File: config.mk
export PLATFORM = sky130hd
export DESIGN_NAME = mdr_top
export DESIGN_NICKNAME = d
export VERILOG_FILES = /design/src/rtl/mdr_pkg.sv /design/src/rtl/mdr_sync.sv /design/src/rtl/mdr_seq.sv /design/src/rtl/mdr_top.sv
export SDC_FILE = /design/constraint.sdc
export NUM_CORES = 1
export LEC_CHECK = 0
export BUFFER_PORTS_ARGS = -buffer_cell sky130_fd_sc_hd__buf_4
export CORE_MARGIN = 10
export CORE_UTILIZATION = 45
export DETAILED_ROUTE_END_ITERATION = 12
export PLACE_DENSITY = 0.71
export SYNTH_ARGS = -nofsm -noshare
export SYNTH_HDL_FRONTEND = slang
export SYNTH_SLANG_ARGS = --single-unit
File: constraint.sdc
create_clock -name clk -period 4.6 [get_ports clk]
set_input_delay 0.46 -clock clk [delete_from_list [all_inputs] [get_ports clk]]
set_output_delay 0.46 -clock clk [all_outputs]
set_load 0.02 [all_outputs]
File: src/rtl/mdr_pkg.sv
package mdr_pkg;
   typedef enum logic [1:0] {
      SEC_IDX = 2'b00,
      SEC_UDC = 2'b01,
      SEC_CTL = 2'b10,
      SEC_CHR = 2'b11
   } sec_e;

   localparam logic [7:0] CH_BLANK = 8'h20;
   localparam int CW_CLR = 7;
   localparam int CW_ST  = 6;
   localparam int CW_RES = 5;
   localparam int CW_BLK = 4;
   localparam int CW_FLS = 3;
endpackage

File: src/rtl/mdr_sync.sv
module mdr_sync #(
   parameter int         W       = 1,
   parameter logic [W-1:0] RST_VAL = '0
) (
   input  logic         clk,
   input  logic         rst_n,
   input  logic [W-1:0] d,
   output logic [W-1:0] q
);
   logic [W-1:0] meta_q;

   generate
      if (W < 1) begin : g_bad_w
         $error("mdr_sync: W must be at least 1");
      end
   endgenerate

   always_ff @(posedge clk or negedge rst_n) begin
      if (!rst_n) begin
         meta_q <= RST_VAL;
         q      <= RST_VAL;
      end else begin
         meta_q <= d;
         q      <= meta_q;
      end
   end
endmodule

File: src/rtl/mdr_seq.sv
module mdr_seq #(
   parameter int RECOV_CYC = 3,
   parameter int CLR_CYC   = 3
) (
   input  logic clk,
   input  logic rst_n,
   input  logic clr_go,
   input  logic st_active,
   output logic busy,
   output logic clr_fire
);
   localparam int MAXC  = (RECOV_CYC > CLR_CYC) ? RECOV_CYC : CLR_CYC;
   localparam int CNT_W = $clog2(MAXC + 1);

   generate
      if (CLR_CYC < 1 || RECOV_CYC < 1) begin : g_bad_cyc
         $error("mdr_seq: cycle counts must be at least 1");
      end
   endgenerate

   logic [CNT_W-1:0] cnt_q;
   logic             pend_q;

   assign clr_fire = pend_q && (cnt_q == CNT_W'(1));
   assign busy     = (cnt_q != '0) || st_active;

   always_ff @(posedge clk or negedge rst_n) begin
      if (!rst_n) begin
         cnt_q  <= CNT_W'(RECOV_CYC);
         pend_q <= 1'b0;
      end else if (clr_go) begin
         cnt_q  <= CNT_W'(CLR_CYC);
         pend_q <= 1'b1;
      end else begin
         if (cnt_q != '0) cnt_q <= cnt_q - 1'b1;
         if (clr_fire)    pend_q <= 1'b0;
      end
   end

   AST_PEND_HAS_COUNT: assert property (@(posedge clk) disable iff (!rst_n)
      pend_q |-> (cnt_q != '0));
   AST_GO_SETS_BUSY: assert property (@(posedge clk) disable iff (!rst_n)
      clr_go |=> busy);
endmodule

File: src/rtl/mdr_top.sv
module mdr_top #(
   parameter int DIGITS    = 8,
   parameter int UDC_N     = 16,
   parameter int UDC_ROWS  = 7,
   parameter int UDC_COLS  = 5,
   parameter int RECOV_CYC = 3,
   parameter int CLR_CYC   = 3,
   parameter bit RD_REG    = 1'b1,
   localparam int DIG_W    = $clog2(DIGITS),
   localparam int IDX_W    = $clog2(UDC_N),
   localparam int ROW_W    = $clog2(UDC_ROWS)
) (
   input  logic                clk,
   input  logic                rst_n,
   input  logic                bus_ce_n,
   input  logic                bus_wr_n,
   input  logic                bus_rd_n,
   input  logic                bus_fl_n,
   input  logic [4:0]          bus_addr,
   input  logic [7:0]          bus_din,
   output logic [7:0]          bus_dout,
   output logic                bus_doe,
   output logic                busy,
   output logic                st_start,
   input  logic                st_active,
   input  logic                st_pass,
   input  logic [DIG_W-1:0]    rf_digit,
   input  logic [2:0]          rf_row,
   output logic [7:0]          rf_char,
   output logic                rf_flash,
   output logic [UDC_COLS-1:0] rf_udc_pat,
   output logic [2:0]          cw_bright,
   output logic                cw_flash_en,
   output logic                cw_blink_en
);
   import mdr_pkg::*;

   generate
      if (DIGITS < 2 || DIGITS > 8) begin : g_bad_dig
         $error("mdr_top: DIGITS must be 2..8");
      end
      if (UDC_N < 2 || UDC_N > 16) begin : g_bad_udc
         $error("mdr_top: UDC_N must be 2..16");
      end
      if (UDC_ROWS < 2 || UDC_ROWS > 8 || UDC_COLS < 1 || UDC_COLS > 8) begin : g_bad_geo
         $error("mdr_top: glyph geometry out of range");
      end
   endgenerate

   // strobe synchronisation and write capture
   logic ce_s, wr_s, rd_s, ce_d, wr_d;
   mdr_sync #(.W(3), .RST_VAL(3'b111)) i_sync (
      .clk(clk), .rst_n(rst_n),
      .d({bus_ce_n, bus_wr_n, bus_rd_n}),
      .q({ce_s, wr_s, rd_s})
   );

   logic       wq_vld, wq_fl;
   logic [4:0] wq_addr;
   logic [7:0] wq_data;
   logic       wr_edge;
   assign wr_edge = wr_s && !wr_d && !ce_d;

   always_ff @(posedge clk or negedge rst_n) begin
      if (!rst_n) begin
         ce_d    <= 1'b1;
         wr_d    <= 1'b1;
         wq_vld  <= 1'b0;
         wq_fl   <= 1'b1;
         wq_addr <= '0;
         wq_data <= '0;
      end else begin
         ce_d   <= ce_s;
         wr_d   <= wr_s;
         wq_vld <= wr_edge;
         if (wr_edge) begin
            wq_fl   <= bus_fl_n;
            wq_addr <= bus_addr;
            wq_data <= bus_din;
         end
      end
   end

   // sequencer
   logic clr_go, clr_fire;
   mdr_seq #(.RECOV_CYC(RECOV_CYC), .CLR_CYC(CLR_CYC)) i_seq (
      .clk(clk), .rst_n(rst_n), .clr_go(clr_go), .st_active(st_active),
      .busy(busy), .clr_fire(clr_fire)
   );

   // write decode
   logic commit, wr_fla, wr_idx, wr_udc, wr_ctl, wr_chr, w_dig_ok, w_row_ok;
   sec_e w_sec;
   assign commit   = wq_vld && !busy;
   assign w_sec    = sec_e'(wq_addr[4:3]);
   assign w_dig_ok = ({1'b0, wq_addr[2:0]} < 4'(DIGITS));
   assign w_row_ok = ({1'b0, wq_addr[2:0]} < 4'(UDC_ROWS));
   assign wr_fla   = commit && !wq_fl && w_dig_ok;
   assign wr_idx   = commit && wq_fl && (w_sec == SEC_IDX);
   assign wr_udc   = commit && wq_fl && (w_sec == SEC_UDC) && w_row_ok;
   assign wr_ctl   = commit && wq_fl && (w_sec == SEC_CTL);
   assign wr_chr   = commit && wq_fl && (w_sec == SEC_CHR) && w_dig_ok;
   assign clr_go   = wr_ctl && wq_data[CW_CLR];

   // storage
   logic [7:0]          char_q [DIGITS];
   logic [DIGITS-1:0]   flash_q;
   logic [7:0]          ctl_q;
   logic [IDX_W-1:0]    udc_idx_q;
   logic [UDC_COLS-1:0] udc_q [UDC_N][UDC_ROWS];

   always_ff @(posedge clk or negedge rst_n) begin
      if (!rst_n) begin
         for (int i = 0; i < DIGITS; i++) char_q[i] <= CH_BLANK;
         flash_q  <= '0;
         ctl_q    <= '0;
         st_start <= 1'b0;
      end else begin
         st_start <= wr_ctl && wq_data[CW_ST];
         if (clr_fire) begin
            for (int i = 0; i < DIGITS; i++) char_q[i] <= CH_BLANK;
            flash_q       <= '0;
            ctl_q[CW_CLR] <= 1'b0;
         end else begin
            if (wr_chr) char_q[wq_addr[DIG_W-1:0]] <= wq_data;
            if (wr_fla) flash_q[wq_addr[DIG_W-1:0]] <= wq_data[0];
            if (wr_ctl) ctl_q <= {wq_data[7:6], 1'b0, wq_data[4:0]};
         end
      end
   end

   always_ff @(posedge clk) begin
      if (wr_idx) udc_idx_q <= wq_data[IDX_W-1:0];
      if (wr_udc) udc_q[udc_idx_q][wq_addr[ROW_W-1:0]] <= wq_data[UDC_COLS-1:0];
   end

   // host read path
   logic [7:0] rd_data;
   logic       r_dig_ok, r_row_ok;
   assign r_dig_ok = ({1'b0, bus_addr[2:0]} < 4'(DIGITS));
   assign r_row_ok = ({1'b0, bus_addr[2:0]} < 4'(UDC_ROWS));

   always_comb begin
      rd_data = '0;
      if (!bus_fl_n) begin
         rd_data[0] = r_dig_ok ? flash_q[bus_addr[DIG_W-1:0]] : 1'b0;
      end else begin
         unique case (sec_e'(bus_addr[4:3]))
            SEC_IDX: rd_data = 8'(udc_idx_q);
            SEC_UDC: rd_data = r_row_ok ? 8'(udc_q[udc_idx_q][bus_addr[ROW_W-1:0]]) : 8'h00;
            SEC_CTL: rd_data = {ctl_q[7:6], st_pass, ctl_q[4:0]};
            SEC_CHR: rd_data = r_dig_ok ? char_q[bus_addr[DIG_W-1:0]] : 8'h00;
            default: rd_data = '0;
         endcase
      end
   end

   always_ff @(posedge clk or negedge rst_n) begin
      if (!rst_n) bus_doe <= 1'b0;
      else        bus_doe <= !ce_s && !rd_s;
   end

   generate
      if (RD_REG) begin : g_rd_reg
         always_ff @(posedge clk or negedge rst_n) begin
            if (!rst_n) bus_dout <= '0;
            else        bus_dout <= rd_data;
         end
      end else begin : g_rd_comb
         assign bus_dout = rd_data;
      end
   endgenerate

   // refresh and control outputs
   logic rf_row_ok;
   assign rf_row_ok   = ({1'b0, rf_row} < 4'(UDC_ROWS));
   assign rf_char     = char_q[rf_digit];
   assign rf_flash    = flash_q[rf_digit];
   assign rf_udc_pat  = (rf_char[7] && rf_row_ok) ?
                        udc_q[rf_char[IDX_W-1:0]][rf_row[ROW_W-1:0]] : '0;
   assign cw_bright   = ctl_q[2:0];
   assign cw_flash_en = ctl_q[CW_FLS];
   assign cw_blink_en = ctl_q[CW_BLK];

   AST_CLR_BLANKS: assert property (@(posedge clk) disable iff (!rst_n)
      clr_fire |=> (char_q[0] == CH_BLANK && char_q[DIGITS-1] == CH_BLANK
                    && flash_q == '0 && !ctl_q[CW_CLR]));
   AST_CLR_KEEPS_LOW: assert property (@(posedge clk) disable iff (!rst_n)
      clr_fire |=> (ctl_q[6:0] == $past(ctl_q[6:0])));
   AST_BUSY_FREEZES_IDX: assert property (@(posedge clk) disable iff (!rst_n)
      busy |=> $stable(udc_idx_q));
   AST_START_ONE_CYCLE: assert property (@(posedge clk) disable iff (!rst_n)
      st_start |=> !st_start);
   AST_RES_NOT_STORED: assert property (@(posedge clk) disable iff (!rst_n)
      wr_ctl |=> !ctl_q[CW_RES]);
endmodule

### Yosys cells after proc, flatten, opt, wreduce, memory -nomap -nowiden

Memory sizes are Yosys's and may differ from the RTL's. A register that Yosys moved wholly into a read port is not among the register bits.
Cells that the tools add are included.

| word-level totals | value |
|---|---|
| input port bits | 27 |
| output and inout port bits | 30 |
| RAM bits | 560 |
| register bits after elaboration | 119 |
| memories kept | 1 |

| operators by class | value |
|---|---|
| $lt $le $gt $ge | 12 |
| reductions and logical operators | 33 |
| equal/unequal tests | 7 |
| add/subtract/negate cells | 1 |
| muxes and demuxes | 42 |
| bitwise logic cells | 5 |

Memories:

| memory | depth | bits a word | read ports | clocked after memory_dff | write ports | line | text |
|---|---|---|---|---|---|---|---|
| udc_q | 16 | 35 | 2 | 1 | 1 | mdr_top.sv:110 | `logic [UDC_COLS-1:0] udc_q [UDC_N][UDC_ROWS];` |

Operators by type and width:

| operator | number |
|---|---|
| 64-bit two-way mux | 2 |
| 64-bit bitwise mux | 1 |
| 8-bit two-way mux | 8 |
| 8-bit binary-select mux with 3-bit select | 2 |
| 35-bit two-way mux | 1 |
| 5-bit two-way mux | 7 |
| 8-bit case mux with 4 select lines | 1 |
| 5-bit binary-select mux with 3-bit select | 2 |
| 8-bit demux with 3-bit select | 1 |
| 1-bit logical AND | 17 |
| 4-bit >= comparator (second input constant) | 4 |
| 3-bit inverter with 4-bit output | 4 |
| 5-bit demux with 3-bit select | 1 |
| 3-bit by 4-bit less-than comparator with 1-bit output (second input constant) | 3 |
| 2-bit nonzero test | 6 |
| 3-bit less-than comparator (second input constant) | 3 |
| 8-bit bitwise mux | 1 |
| 2-bit equality test (second input constant) | 4 |
| 1-bit two-way mux | 8 |
| 7-bit two-way mux | 1 |
| 1-bit binary-select mux with 3-bit select | 2 |
| 2-bit by 1-bit equality test with 1-bit output (second input constant) | 3 |
| 1-bit zero test | 6 |
| 2-bit zero test | 2 |
| other kinds (9) | 10 |

### Logic depth before layout (Yosys ltp)

| logic depth | value |
|---|---|
| depth after elaboration | 9 |
| depth in mapped cells | 15 |
| mapped depth without buffers | 10 |

### Hierarchy

From an unflattened synthesis, not the netlist that was laid out.

| second synthesis, totals | value |
|---|---|
| cells, all modules | 2,495 |
| area, all modules | 33,413.3 µm² |

Modules (own cells, without submodules):

| module | instances | area each (µm²) | cells an instance |
|---|---|---|---|
| mdr_top | 1 | 33,093.0 | 2,474 |
| mdr_seq | 1 | 162.7 | 15 |
| mdr_sync | 1 | 157.7 | 6 |

### Worst setup path after synthesis

Ideal clock, no wire load.

| timing | value |
|---|---|
| kind | input port to output port |
| start | input rf_digit[1] |
| end | output rf_udc_pat[3] |
| stages on the path | 9 |
| arrival time | 2.781 ns |
| required time | 4.140 ns |
| path buffers | 2 |
| path slack | 1.359 ns |
| cell sequence | buf_2 -> mux4_2 -> mux2i_4 -> inv_2 -> nor2_1 -> clkbuf_1 -> a221oi_1 -> a211o_1 -> a21oi_1 |

| on the way | value |
|---|---|
| longest elaborated chain between the ends | 9 |
| elaborated cells between the ends (all ways) | 10 |

Ends and longest elaborated chain:

| item | line | text |
|---|---|---|
| from (decl) | mdr_top.sv:27 | `input logic [DIG_W-1:0] rf_digit,` |
| 3-bit inverter with 4-bit output (not written as such) (*) | mdr_top.sv:177 | `assign rf_char = char_q[rf_digit];` |
| 8-bit binary-select mux with 3-bit select (*) | mdr_top.sv:177 |  |
| 8-bit two-way mux (not written as such) (*) (2 in a row) | mdr_top.sv:177 |  |
| memory read 16 x 35 bit | -- |  |
| 5-bit binary-select mux with 3-bit select | mdr_top.sv:180 | `udc_q[rf_char[IDX_W-1:0]][rf_row[ROW_W-1:0]] : '0;` |
| 5-bit two-way mux (not written as such) (2 in a row) | mdr_top.sv:180 |  |
| 5-bit two-way mux (*) | mdr_top.sv:179 | `assign rf_udc_pat = (rf_char[7] && rf_row_ok) ?` |
| to (decl) | mdr_top.sv:31 | `output logic [UDC_COLS-1:0] rf_udc_pat,` |

Every way passes the cells marked *; elsewhere a longest branch is shown, timed or not. The select of a mux whose other input is x is not followed.

### Worst setup path in the final report

| timing | value |
|---|---|
| start | register char_q[2] (netlist name) |
| end | output rf_udc_pat[0] |

| on the way | value |
|---|---|
| longest elaborated chain between the ends | 8 |

Ends and longest elaborated chain:

| item | line | text |
|---|---|---|
| from (decl) | mdr_top.sv:106 | `logic [7:0] char_q [DIGITS];` |
| from (signal, indexed assignment) | mdr_top.sv:125 | `if (wr_chr) char_q[wq_addr[DIG_W-1:0]] <= wq_data;` |
| 8-bit binary-select mux with 3-bit select | mdr_top.sv:177 |  |
| 8-bit two-way mux (not written as such) (2 in a row) | mdr_top.sv:177 |  |
| memory read 16 x 35 bit | -- |  |
| 5-bit binary-select mux with 3-bit select | mdr_top.sv:180 |  |
| 5-bit two-way mux (not written as such) (2 in a row) | mdr_top.sv:180 |  |
| 5-bit two-way mux | mdr_top.sv:179 |  |

Every way passes these cells. The select of a mux whose other input is x is not followed.

==> results by group <==
Die
  • I/O pin count: 57
  • Die height: around 290 µm
  • Site Rows: 99
  • Die Outline Area: approximately 85000 µm²
  • Initial Utilization: a little under half
  • CORE AREA: between 70000 and 80000 µm²
  • DIE WIDTH: a little under 300 µm

Critical path
  • Endpoint class of the critical path: output pin
  • CP startpoint kind: flip-flop
  • Critical Path Fanout Max: 9
  • CP cell instances: mux4_2 > mux2i_4 > nor2_1 > buf_4 > a32o_1 > a221oi_1 > o22ai_1 > or3_1 > buf_4
  • Largest stage delay, worst path: approximately 0.55 ns
  • CP Buf/Inv Count: 2
  • CP delay by family, top: compound AO/OA/AOI/OAI gates
  • CP Class: flip-flop to output pin
  • Critical path's most frequent cell: buf_4
  • Slowest cell on the critical path: a221oi_1
  • Worst path arrival time: ~4.1 ns
  • Req. time, crit path: roughly 4.1 ns

STA
  • RSZ-0062 raised after global routing: no
  • Rel. slew slack: 11.93%
  • Fmax: 220.6 MHz
  • Final setup violation count: 0
  • Count of final max-slew check failures: 0
  • Clock Skew: 0.03400 ns
  • Setup TNS: 0 ns
  • Actual slew at the worst max-slew pin: ~1.3 ns
  • Period utilization: 98.54%
  • Post-route minimum period: 4.533 ns
  • Hold Fails Final Rpt: 0

Global routing
  • Grt ovf: 0
  • Met1 Use GR: between 30 and 40%
  • Pin count of the biggest net entering global routing: roughly 100
  • Antenna violations before repair: 3
  • Global Route met2 Usage: around 36%
  • Met3 Use GR: under 10%
  • First-pass GRT wire length: 149.2 mm
  • Vias in the first global route: about 22000
  • Layer with the highest usage: met2
  • Gr usage total: a little under a quarter

Synth
  • Synth cell types: 69
  • Top cell type's share of synthesized area: between 50% and 60%
  • Post-Syn Instances: 2337
  • EDFF count, synth: roughly 560
  • Largest area contributor in the netlist: edfxtp_1
  • Main synth FF type: edfxtp_1
  • Avg Cell Area, Syn: approximately 14 µm²
  • Register bit total from synthesis: between 600 and 700
  • Seq/Total Area, Yosys: between 60 and 70%
  • Cell area after synthesis: roughly 33000 µm²
  • Synth top area cells: edfxtp_1 (51%), mux4_2 (15%), dfrtp_1 (7.3%)
  • Ranking of synthesized cells by instance count: edfxtp_1 (564), nand2_1 (430), mux4_2 (225)
  • Most frequent cell after synthesis: edfxtp_1
  • Ys Warns: 0
  • Synthesized net count: 2366
  • Async SR Flop Fraction: ~17%

Power and ir drop
  • P_leak: 12.60 nW
  • Int Power: 10.81 mW
  • Power share of the clock group: around two fifths
  • Gate power share: just under 9%
  • Sw Ratio: 24.47%
  • Sw power: roughly 3.5 mW
  • Seq pwr share: roughly 50%
  • Worst VDD drop: 0.3120 mV
  • PwrDens: just under 400 nW/µm²

Final layout
  • Multi-input logic area: between 10000 and 15000 µm²
  • Final #Nets: ~2400
  • Fin area: around 37000 µm²
  • Layout cells sized above 1: a little under a quarter
  • P&R area growth vs syn: 11.67%
  • Register area: about 20000 µm²
  • Total of fill cells in the finished design: 5967

Routing
  • Detailed Routing Iterations Pass 1: 6
  • DR vias/cell: 6.657
  • Initial DRC Count: around 3500
  • DRT Wirelength: just over 100 mm
  • Routed Antenna Nets: 0
  • # DRC: 0
  • Drt wl/cell: around 30 µm
  • Vias: 22580

Place
  • Global placer's final weighted congestion: around 0.98
  • Port bufs: 56
  • DP Area: between 30000 and 40000 µm²
  • Hpwl dp: between 60 and 70 mm

Clock tree
  • Postcts setup bufs: 0
  • # clock sinks: roughly 680
  • Clock Tree Root: clkbuf_16
  • Worst-path clk slew: roughly 0.060 ns
  • Worst skew pair latency: 0.63 ns
  • Clk buf depth: 3
  • H-tree depth: 3
  • CTS tree: yes
  • CTS Buf Count: 72

Hold path
  • Hold Path Class: input pin to flip-flop

Outcome
  • Status: completed

Job
  • Max_cap viols: 0
[routing by layer]
layer / up-vias / share of wire [%] / wire (µm)
met5: - / 0.063 / 63
met4: 2 / 3.9 / 3882
met3: 272 / 13 / 13410
met2: 1715 / 46 / 46610
met1: 11460 / 37 / 36790
li1: 9135 / - / -
[area by class of cell]
| class | instances | area share, % |
|---|---|---|
| Inverter | 14 | 0.1830 |
| Sequential cell | 683 | 54.02 |
| Clock buffer | 104 | 5.632 |
| Clock inverter | 27 | 0.6167 |
| Timing Repair Buffer | 129 | 3.090 |
| Antenna cell | 4 | 0.02711 |
| Tap cell | 959 | 3.250 |
| Multi-Input combinational cell | 1472 | 33.18 |
[worst register-to-register path, delay by kind of cell, from the launching register on]
| kind | cells | cell delay (ns) |
|---|---|---|
| fa+ha+maj | 1 | 0.21 |
| flops | 1 | 0.36 |
| buf+inv | 1 | 0.08 |
| simple gates | 5 | 2.58 |
[power by group through the flow]
| stage | logic [mW] | clock network (mW) | registers (mW) |
|---|---|---|---|
| 2_1_floorplan | 0.727 | 0 | 7.38 |
| 5_1_grt | 1.31 | 6.07 | 7.33 |
| 3_3_place_gp | 1.19 | 0 | 7.41 |
| 4_1_cts | 1.22 | 5.79 | 7.30 |
| 6_report | 1.24 | 5.76 | 7.31 |
| 3_5_place_dp | 1.22 | 0 | 7.43 |
[stage by stage]
stage	hold WS (ns)	cells	util (%)	worst slack [ns]	total power, mW
floorplan	0.1644	2337	-	1.359	8.112
global placement	0.3464	3253	47.37	0.1850	8.598
detailed placement	0.3515	3253	47.37	0.1860	8.648
CTS	0.04638	3388	50.59	0.01154	14.32
global route	0.05752	3389	50.60	0.01752	14.71
finish	0.07433	3392	50.61	0.06731	14.32
[path summary, 6_finish.rpt]
| path | start | endpoint | slack [ns] | depth (start not counted) |
|---|---|---|---|---|
| setup / recovery | char_q[2] | rf_udc_pat[0] | 0.07 | 9 |
| hold / removal | bus_din[6] | wq_data[6] | 0.07 | 2 |
| setup reg to reg | i_seq.cnt_q[1] | udc_q[12][14] | 1.01 | 7 |
| hold reg to reg | i_sync.meta_q[2] | i_sync.q[2] | 0.36 | 0 |
| max in group asynchronous | rst_n | char_q[50] | 2.96 | 3 |
| min in group asynchronous | rst_n | bus_dout[2] | 0.46 | 2 |
[state kept, by name, indices dropped and copies added (netlist names), 2 cells and up, named ones only]
register	cells
bus_dout	8
ctl_q	7
udc_idx_q	4
flash_q	8
i_seq.cnt_q	2
wq_data	8
wq_addr	5
udc_q	560
char_q	64
i_sync.meta_q	3
i_sync.q	3
[cells in the final DEF, fill, tap and decap left out, types with 10 or more instances in the layout]
cell type | synthesis | final
a221oi_1 | 21 | 21
nor2_1 | 166 | 166
mux2i_1 | 123 | 123
nand2_1 | 430 | 430
dfstp_2 | 19 | 19
edfxtp_1 | 564 | 564
buf_12 | 0 | 13
and3_1 | 46 | 46
dfrtp_1 | 96 | 91
mux2_2 | 64 | 64
clkbuf_16 | 0 | 78
clkbuf_1 | 79 | 23
clkinv_2 | 0 | 14
buf_4 | 24 | 112
a32oi_1 | 10 | 10
nand3_1 | 98 | 98
o22ai_1 | 18 | 18
a21oi_1 | 30 | 30
a31oi_1 | 31 | 31
o21ai_0 | 80 | 80
mux4_2 | 225 | 225
[logic make-up (layout without fill, tap and decap cells)]
| family | after synthesis | after routing | synth area share [%] |
|---|---|---|---|
| AOI/OAI and AO/OA | 258 | 258 | 5.222 |
| xor gates and xnor gates | 1 | 1 | 0.02649 |
| adders and majority gates | 2 | 2 | 0.07567 |
| buffers and inverters | 182 | 274 | 2.759 |
| DFF | 683 | 683 | 60.24 |
| muxes | 416 | 416 | 21.47 |
| other | 0 | 4 | 0 |
| and+or+nand+nor | 795 | 795 | 10.21 |
[timing repair]
| action | CTS | global route |
|---|---|---|
| hold buffers | 4 | 0 |
| endpoints found under the hold margin | 55 | 0 |
| setup endpoints to repair | 0 | 2 |
| gates resized for setup | 0 | 3 |
Power figures use the tool's default switching activity.
